## src/rtl/irq_ctrl_pkg.sv

```systemverilog
package irq_ctrl_pkg;
  localparam int NUM_DED = 3;
  localparam int NUM_VEC = NUM_DED + 1;
  localparam int DATA_W  = 8;

  typedef enum logic [1:0] {
    VEC_EXT  = 2'd0,
    VEC_TMR0 = 2'd1,
    VEC_EDGE = 2'd2,
    VEC_PERI = 2'd3
  } vec_e;

  typedef enum logic [1:0] {
    SEL_CORE  = 2'd0,
    SEL_PFLAG = 2'd1,
    SEL_PEN   = 2'd2,
    SEL_GCTL  = 2'd3
  } reg_sel_e;

  localparam int CORE_SUM_BIT = 6;
  localparam int CORE_PEN_BIT = 7;
endpackage

```

## src/rtl/irq_flag_bank.sv

```systemverilog
module irq_flag_bank #(
  parameter int W = 8
) (
  input  logic         clk_i,
  input  logic         rst_ni,
  input  logic [W-1:0] set_i,
  input  logic [W-1:0] hw_clr_i,
  input  logic         wr_flag_i,
  input  logic [W-1:0] wflag_i,
  input  logic         wr_en_i,
  input  logic [W-1:0] wen_i,
  output logic [W-1:0] flag_o,
  output logic [W-1:0] en_o,
  output logic [W-1:0] pend_o
);
  logic [W-1:0] flag_q, en_q;

  for (genvar i = 0; i < W; i++) begin : g_bit
    logic flag_base;
    // write overrides auto-clear; event set overrides both
    assign flag_base = wr_flag_i ? wflag_i[i] : (flag_q[i] & ~hw_clr_i[i]);

    always_ff @(posedge clk_i or negedge rst_ni) begin
      if (!rst_ni) begin
        flag_q[i] <= 1'b0;
        en_q[i]   <= 1'b0;
      end else begin
        flag_q[i] <= flag_base | set_i[i];
        if (wr_en_i) en_q[i] <= wen_i[i];
      end
    end
  end

  assign flag_o = flag_q;
  assign en_o   = en_q;
  assign pend_o = flag_q & en_q;
endmodule

```

## src/rtl/irq_prio.sv

```systemverilog
module irq_prio
  import irq_ctrl_pkg::*;
(
  input  logic [NUM_VEC-1:0] req_i,
  output logic               valid_o,
  output vec_e               vec_o
);
  always_comb begin
    valid_o = |req_i;
    vec_o   = VEC_PERI;
    // lowest index wins
    for (int i = NUM_VEC - 1; i >= 0; i--) begin
      if (req_i[i]) vec_o = vec_e'(i[1:0]);
    end
  end
endmodule

```

## src/rtl/mcu_irq_ctrl.sv

```systemverilog
module mcu_irq_ctrl
  import irq_ctrl_pkg::*;
#(
  parameter int                NUM_PERI  = 8,
  parameter int                ADDR_W    = 16,
  parameter logic [ADDR_W-1:0] VEC_EXT_A = 16'h0008,
  parameter logic [ADDR_W-1:0] VEC_T0_A  = 16'h0010,
  parameter logic [ADDR_W-1:0] VEC_EDG_A = 16'h0018,
  parameter logic [ADDR_W-1:0] VEC_PER_A = 16'h0020
) (
  input  logic                clk_i,
  input  logic                rst_ni,
  input  logic                ext_evt_i,
  input  logic                tmr0_evt_i,
  input  logic                edge_evt_i,
  input  logic [NUM_PERI-1:0] peri_evt_i,
  input  logic                reg_we_i,
  input  logic [1:0]          reg_wsel_i,
  input  logic [DATA_W-1:0]   reg_wdata_i,
  input  logic [1:0]          reg_rsel_i,
  output logic [DATA_W-1:0]   reg_rdata_o,
  input  logic                reti_i,
  output logic                take_o,
  output logic [ADDR_W-1:0]   vec_addr_o,
  output logic                wake_o
);
  localparam int ENB_LO = NUM_DED;
  localparam int ENB_HI = 2 * NUM_DED - 1;

  logic [NUM_DED-1:0]  ded_set, ded_clr, ded_flag, ded_en, ded_pend;
  logic [NUM_PERI-1:0] peri_flag, peri_en, peri_pend;
  logic                wr_core, wr_pflag, wr_pen, wr_gctl;
  logic                pen_q, gdis_q, take_q;
  vec_e                vec_q, grant_vec;
  logic                grant_valid, peri_sum;
  logic [NUM_VEC-1:0]  req;

  assign wr_core  = reg_we_i && (reg_wsel_i == SEL_CORE);
  assign wr_pflag = reg_we_i && (reg_wsel_i == SEL_PFLAG);
  assign wr_pen   = reg_we_i && (reg_wsel_i == SEL_PEN);
  assign wr_gctl  = reg_we_i && (reg_wsel_i == SEL_GCTL);

  assign ded_set = {edge_evt_i, tmr0_evt_i, ext_evt_i};

  always_comb begin
    ded_clr = '0;
    if (grant_valid && grant_vec != VEC_PERI) ded_clr[grant_vec] = 1'b1;
  end

  irq_flag_bank #(.W(NUM_DED)) u_ded (
    .clk_i    (clk_i),
    .rst_ni   (rst_ni),
    .set_i    (ded_set),
    .hw_clr_i (ded_clr),
    .wr_flag_i(wr_core),
    .wflag_i  (reg_wdata_i[NUM_DED-1:0]),
    .wr_en_i  (wr_core),
    .wen_i    (reg_wdata_i[ENB_HI:ENB_LO]),
    .flag_o   (ded_flag),
    .en_o     (ded_en),
    .pend_o   (ded_pend)
  );

  irq_flag_bank #(.W(NUM_PERI)) u_peri (
    .clk_i    (clk_i),
    .rst_ni   (rst_ni),
    .set_i    (peri_evt_i),
    .hw_clr_i ('0),
    .wr_flag_i(wr_pflag),
    .wflag_i  (reg_wdata_i[NUM_PERI-1:0]),
    .wr_en_i  (wr_pen),
    .wen_i    (reg_wdata_i[NUM_PERI-1:0]),
    .flag_o   (peri_flag),
    .en_o     (peri_en),
    .pend_o   (peri_pend)
  );

  assign peri_sum = |peri_pend;
  assign req      = gdis_q ? '0 : {pen_q & peri_sum, ded_pend};

  irq_prio u_prio (
    .req_i  (req),
    .valid_o(grant_valid),
    .vec_o  (grant_vec)
  );

  always_ff @(posedge clk_i or negedge rst_ni) begin
    if (!rst_ni) begin
      pen_q  <= 1'b0;
      gdis_q <= 1'b1;
      take_q <= 1'b0;
      vec_q  <= VEC_EXT;
    end else begin
      if (wr_core) pen_q <= reg_wdata_i[CORE_PEN_BIT];
      if (grant_valid)  gdis_q <= 1'b1;
      else if (reti_i)  gdis_q <= 1'b0;
      else if (wr_gctl) gdis_q <= reg_wdata_i[0];
      take_q <= grant_valid;
      if (grant_valid) vec_q <= grant_vec;
    end
  end

  always_comb begin
    unique case (vec_q)
      VEC_EXT:  vec_addr_o = VEC_EXT_A;
      VEC_TMR0: vec_addr_o = VEC_T0_A;
      VEC_EDGE: vec_addr_o = VEC_EDG_A;
      default:  vec_addr_o = VEC_PER_A;
    endcase
  end

  always_comb begin
    reg_rdata_o = '0;
    unique case (reg_rsel_i)
      SEL_CORE: begin
        reg_rdata_o[NUM_DED-1:0]   = ded_flag;
        reg_rdata_o[ENB_HI:ENB_LO] = ded_en;
        reg_rdata_o[CORE_SUM_BIT]  = peri_sum;
        reg_rdata_o[CORE_PEN_BIT]  = pen_q;
      end
      SEL_PFLAG: reg_rdata_o[NUM_PERI-1:0] = peri_flag;
      SEL_PEN:   reg_rdata_o[NUM_PERI-1:0] = peri_en;
      default:   reg_rdata_o[0] = gdis_q;
    endcase
  end

  assign take_o = take_q;
  assign wake_o = (|ded_pend) | (pen_q & peri_sum);
endmodule

```

## config.mk

```make
export PLATFORM = sky130hd
export DESIGN_NAME = mcu_irq_ctrl
export DESIGN_NICKNAME = d
export VERILOG_FILES = /design/src/rtl/irq_ctrl_pkg.sv /design/src/rtl/irq_flag_bank.sv /design/src/rtl/irq_prio.sv /design/src/rtl/mcu_irq_ctrl.sv
export SDC_FILE = /design/constraint.sdc
export NUM_CORES = 1
export LEC_CHECK = 0
export BUFFER_PORTS_ARGS = -buffer_cell sky130_fd_sc_hd__buf_2
export CELL_PAD_IN_SITES_DETAIL_PLACEMENT = 0
export CELL_PAD_IN_SITES_GLOBAL_PLACEMENT = 2
export CORE_MARGIN = 10
export CORE_UTILIZATION = 31
export CTS_BUF_LIST = sky130_fd_sc_hd__clkbuf_4 sky130_fd_sc_hd__clkbuf_8
export CTS_CLUSTER_SIZE = 28
export DETAILED_ROUTE_END_ITERATION = 8
export MAX_ROUTING_LAYER = met4
export PLACE_DENSITY = 0.9
export REMOVE_ABC_BUFFERS = 1
export SYNTH_ARGS = -nofsm -noshare
export SYNTH_HDL_FRONTEND = slang
export SYNTH_SLANG_ARGS = --single-unit
```

## constraint.sdc

```tcl
create_clock -name clk_i -period 1.9 [get_ports clk_i]
set_clock_uncertainty 0.15 [all_clocks]
set_input_delay 0.38 -clock clk_i [delete_from_list [all_inputs] [get_ports clk_i]]
set_output_delay 0.38 -clock clk_i [all_outputs]
set_load 0.01 [all_outputs]
```

==> results.cfg <==
[worst_setup_path]
critPathLaunchType = flip-flop
rr_worst_depth = 5
reg2reg_slack_ns = 0.32
max_stage_delay_ns = 0.41
cp_cell_sequence = a22oi_2 -> nand4_1 -> mux2i_1 -> o21ai_1 -> buf_2
path_max_fanout = 3
regToRegEndpoint = u_ded.flag_o[2]$_DFF_PN0_
r2r_start = u_ded.en_o[0]$_DFFE_PN0P_
critPathKind = flip-flop to output pin
end_kind = output pin
cp.required_ns = 1.37
critPathArrivalTime_ns = 1.39
slowest_stage = dfrtp_1

[floorplan]
die_area_um2 = 8140
die_w_um = 90.2
rows = 25
core-area_um2 = 4750
io_pins = 53
die-height_um = 90.2
initial_utilization_pct = 32.2

[cts]
cts_buffers = 3
cts-root-buf = clkbuf_8
cts.htree.levels = 1
worstSkewPairLatency_ns = 0.28
cts_tree = done
cts.clk_slew.worst_paths_ns = 0.09
clock_path_buffers = 2
cts.sinks = 27

[detailed_routing]
drc_errors = 0
wl_met3_um = 210
first_pass_iters = 4
drt-met1-wl_um = 2050
dr.max_layer_used = met4
vias = 1276
drt_first_iter_violations = 60
drt_wl_total_um = 4160
drt-wirelength-per-cell_um = 14.9
viasPerCell = 4.57
ant_nets = 0
wl_met2_um = 1840

[power_and_ir_drop]
p_seq_share_pct = 43.7
switching_share_pct = 33.8
internal-power_w = 0.00121
powerDensity_nw_per_um2 = 930
ir_drop_v = 0.000345
power.share.clock_pct = 18.7
p_switching_w = 0.000619
power.leakage_nw = 0.959
comb_power_share_pct = 37.6

[timing]
min_period_over_period_pct = 101
fmax_ghz = 0.520
period_minus_slack_ns = 1.92
hold_violations = 0
slew_headroom_pct = 59.7
worst_pin_slew_ns = 0.604
final.setup.worst_slack_ns = -0.0247
finalMaxSlewViolations = 0
rsz0062_at_grt = true
setup_viol = 2

[grt]
grt_pass1_wl_um = 6890
antenna_found_initial = 0
grt_pass1_vias = 1344
grt_max_degree = 28
groute.usage.overall_pct = 10.6
grt_overflow = 0

[hold_path]
min_path_cells = 2
min_from = reti_i
hp-class = input pin to flip-flop
hold_path_end = gdis_q$_DFFE_PN1P_

[logic_synthesis]
postSynthAreaPerCell_um2 = 10.1
synth_cell_type_count = 34
synth_seq_cells = 27
synth_warnings = 0
syn_area_um2 = 1530
seq_area_frac_synth_pct = 44.3
syn_inst = 152

[placement]
io_buffer_count = 39
placed_cells = 260
placed_area_um2 = 1780
dpl.hpwl_um = 3160
gp_congestion = 0.829

[job]
cap_violations = 0

[finish]
stdcell_area_um2 = 1970
final_cells = 279
syn_to_final_growth_pct = 28.9
n_antenna_cell = 0
fin_nets = 243
drive_above_1_share_pct = 40.1

[status]
status = finished with violations
violations = negative setup slack
cells in the mapped netlist:
master	count	share of area, %
nand2b_1	1	0.41
a311o_1	1	0.65
nand2_1	30	7.4
dfstp_2	1	1.7
nor2b_1	1	0.41
a221oi_1	1	0.57
a222oi_1	1	0.65
and3b_1	1	0.57
buf_2	1	0.33
o21bai_1	1	0.49
nand3b_2	1	0.74
mux2_2	10	7.4
a211o_1	2	1.1
conb_1	1	0.25
a41o_2	1	0.74
a22oi_1	4	2.0
nand3_1	1	0.33
inv_1	4	0.98
clkbuf_1	2	0.49
a31oi_1	1	0.41
mux2i_1	8	5.2
nand4_1	1	0.41
o21ai_0	11	3.6
buf_6	1	0.74
nor3b_1	1	0.49
nor3b_4	1	1.2
ha_1	3	2.5
buf_4	13	6.4
mux4_2	1	1.5
dfrtp_1	26	43
a21oi_1	7	2.3
nor2_1	3	0.74
and3_1	1	0.41
nand3b_1	9	4.4
per-stage QoR:
| step | TNS, ns | util [%] | hold slack [ns] | setup slack, ns | total power [W] |
|---|---|---|---|---|---|
| finish | -0.0316 | 41.4 | 0.0925 | -0.0247 | 0.00183 |
| global route | -0.241 | 41.4 | 0.0910 | -0.134 | 0.00198 |
| CTS | -0.0580 | 40.0 | 0.0917 | -0.0301 | 0.00179 |
| detailed placement | 0 | 37.5 | 0.277 | 0.170 | 0.00141 |
| global placement | 0 | 37.5 | 0.268 | 0.170 | 0.00140 |
| floorplan | 0 | - | -0.0656 | 0.399 | 0.00116 |
metal layers:
| layer | track usage (%) | up-vias |
|---|---|---|
| met5 | - | - |
| met4 | 3.98 | 0 |
| met3 | 2.41 | 6 |
| met2 | 15.9 | 48 |
| met1 | 13.6 | 594 |
| li1 | - | 628 |
state kept, by name, summed over array words and instances, names as in the netlist:
register	cells
u_peri.en_o	8
u_peri.flag_o	8
u_ded.en_o	3
u_ded.flag_o	3
vec_q	2
gdis_q	1
pen_q	1
take_o	1
worst max-delay path, delay by kind of cell (launching register included):
family	cells	cell delay [ns]
simple gates	1	0.14
flops	1	0.41
buf+inv	1	0.14
compound gates	2	0.29
mux	1	0.14
logic make-up (layout without fill, tap and decap cells):
| family | Yosys count | in the layout | share of synthesized area [%] |
|---|---|---|---|
| adders and majority gates | 3 | 3 | 2.46 |
| DFF | 27 | 27 | 44.3 |
| AOI/OAI and AO/OA | 30 | 30 | 12.5 |
| muxes | 19 | 19 | 14.1 |
| other | 1 | 13 | 0.245 |
| buffers and inverters | 21 | 69 | 8.92 |
| and+or+nand+nor | 51 | 51 | 17.5 |
power groups by stage:
stage / clock network [W] / registers [W] / logic (W)
2_1_floorplan: 0 / 0.000790 / 0.000368
3_5_place_dp: 0 / 0.000817 / 0.000591
3_3_place_gp: 0 / 0.000815 / 0.000584
4_1_cts: 0.000357 / 0.000810 / 0.000623
6_report: 0.000343 / 0.000801 / 0.000689
5_1_grt: 0.000391 / 0.000816 / 0.000774
area by class of cell:
type,count,area [µm²]
clock buffer,4,48.8
fill,492,2780
inverter,4,15.0
multi-input combinational,116,781
sequential,27,679
tap,67,83.8
timing repair buffer,61,363
repair_timing:
action / CTS / global route
gates resized for setup: 5 / 2
hold endpoints to repair: 26 / 0
pin swaps: 5 / 3
setup buffers: 5 / 9
hold buffers: 1 / 0
endpoints found under the setup margin: 2 / 4
cells in the final DEF, fill, tap and decap left out, types with 3 or more instances in the layout:
cell type,instances
buf_2,39
nand2_1,30
dfrtp_1,24
buf_4,21
conb_1,13
o21ai_0,10
mux2_2,10
nand3b_1,9
mux2i_1,8
a21oi_1,7
a22oi_2,4
inv_1,4
nor2_1,3
ha_1,3
clkbuf_8,3
worst max-delay path by stage:
stage,end,start
global placement,reg_rdata_o[0],reg_rsel_i[1]
finish,reg_rdata_o[6],u_peri.en_o[0]$_DFFE_PN0P_
CTS,reg_rdata_o[6],u_peri.en_o[6]$_DFFE_PN0P_
floorplan,wake_o,u_ded.flag_o[0]$_DFF_PN0_
global route,reg_rdata_o[6],u_peri.en_o[0]$_DFFE_PN0P_
detailed placement,reg_rdata_o[0],reg_rsel_i[1]
Note: power is estimated with default switching activity, not from simulation.
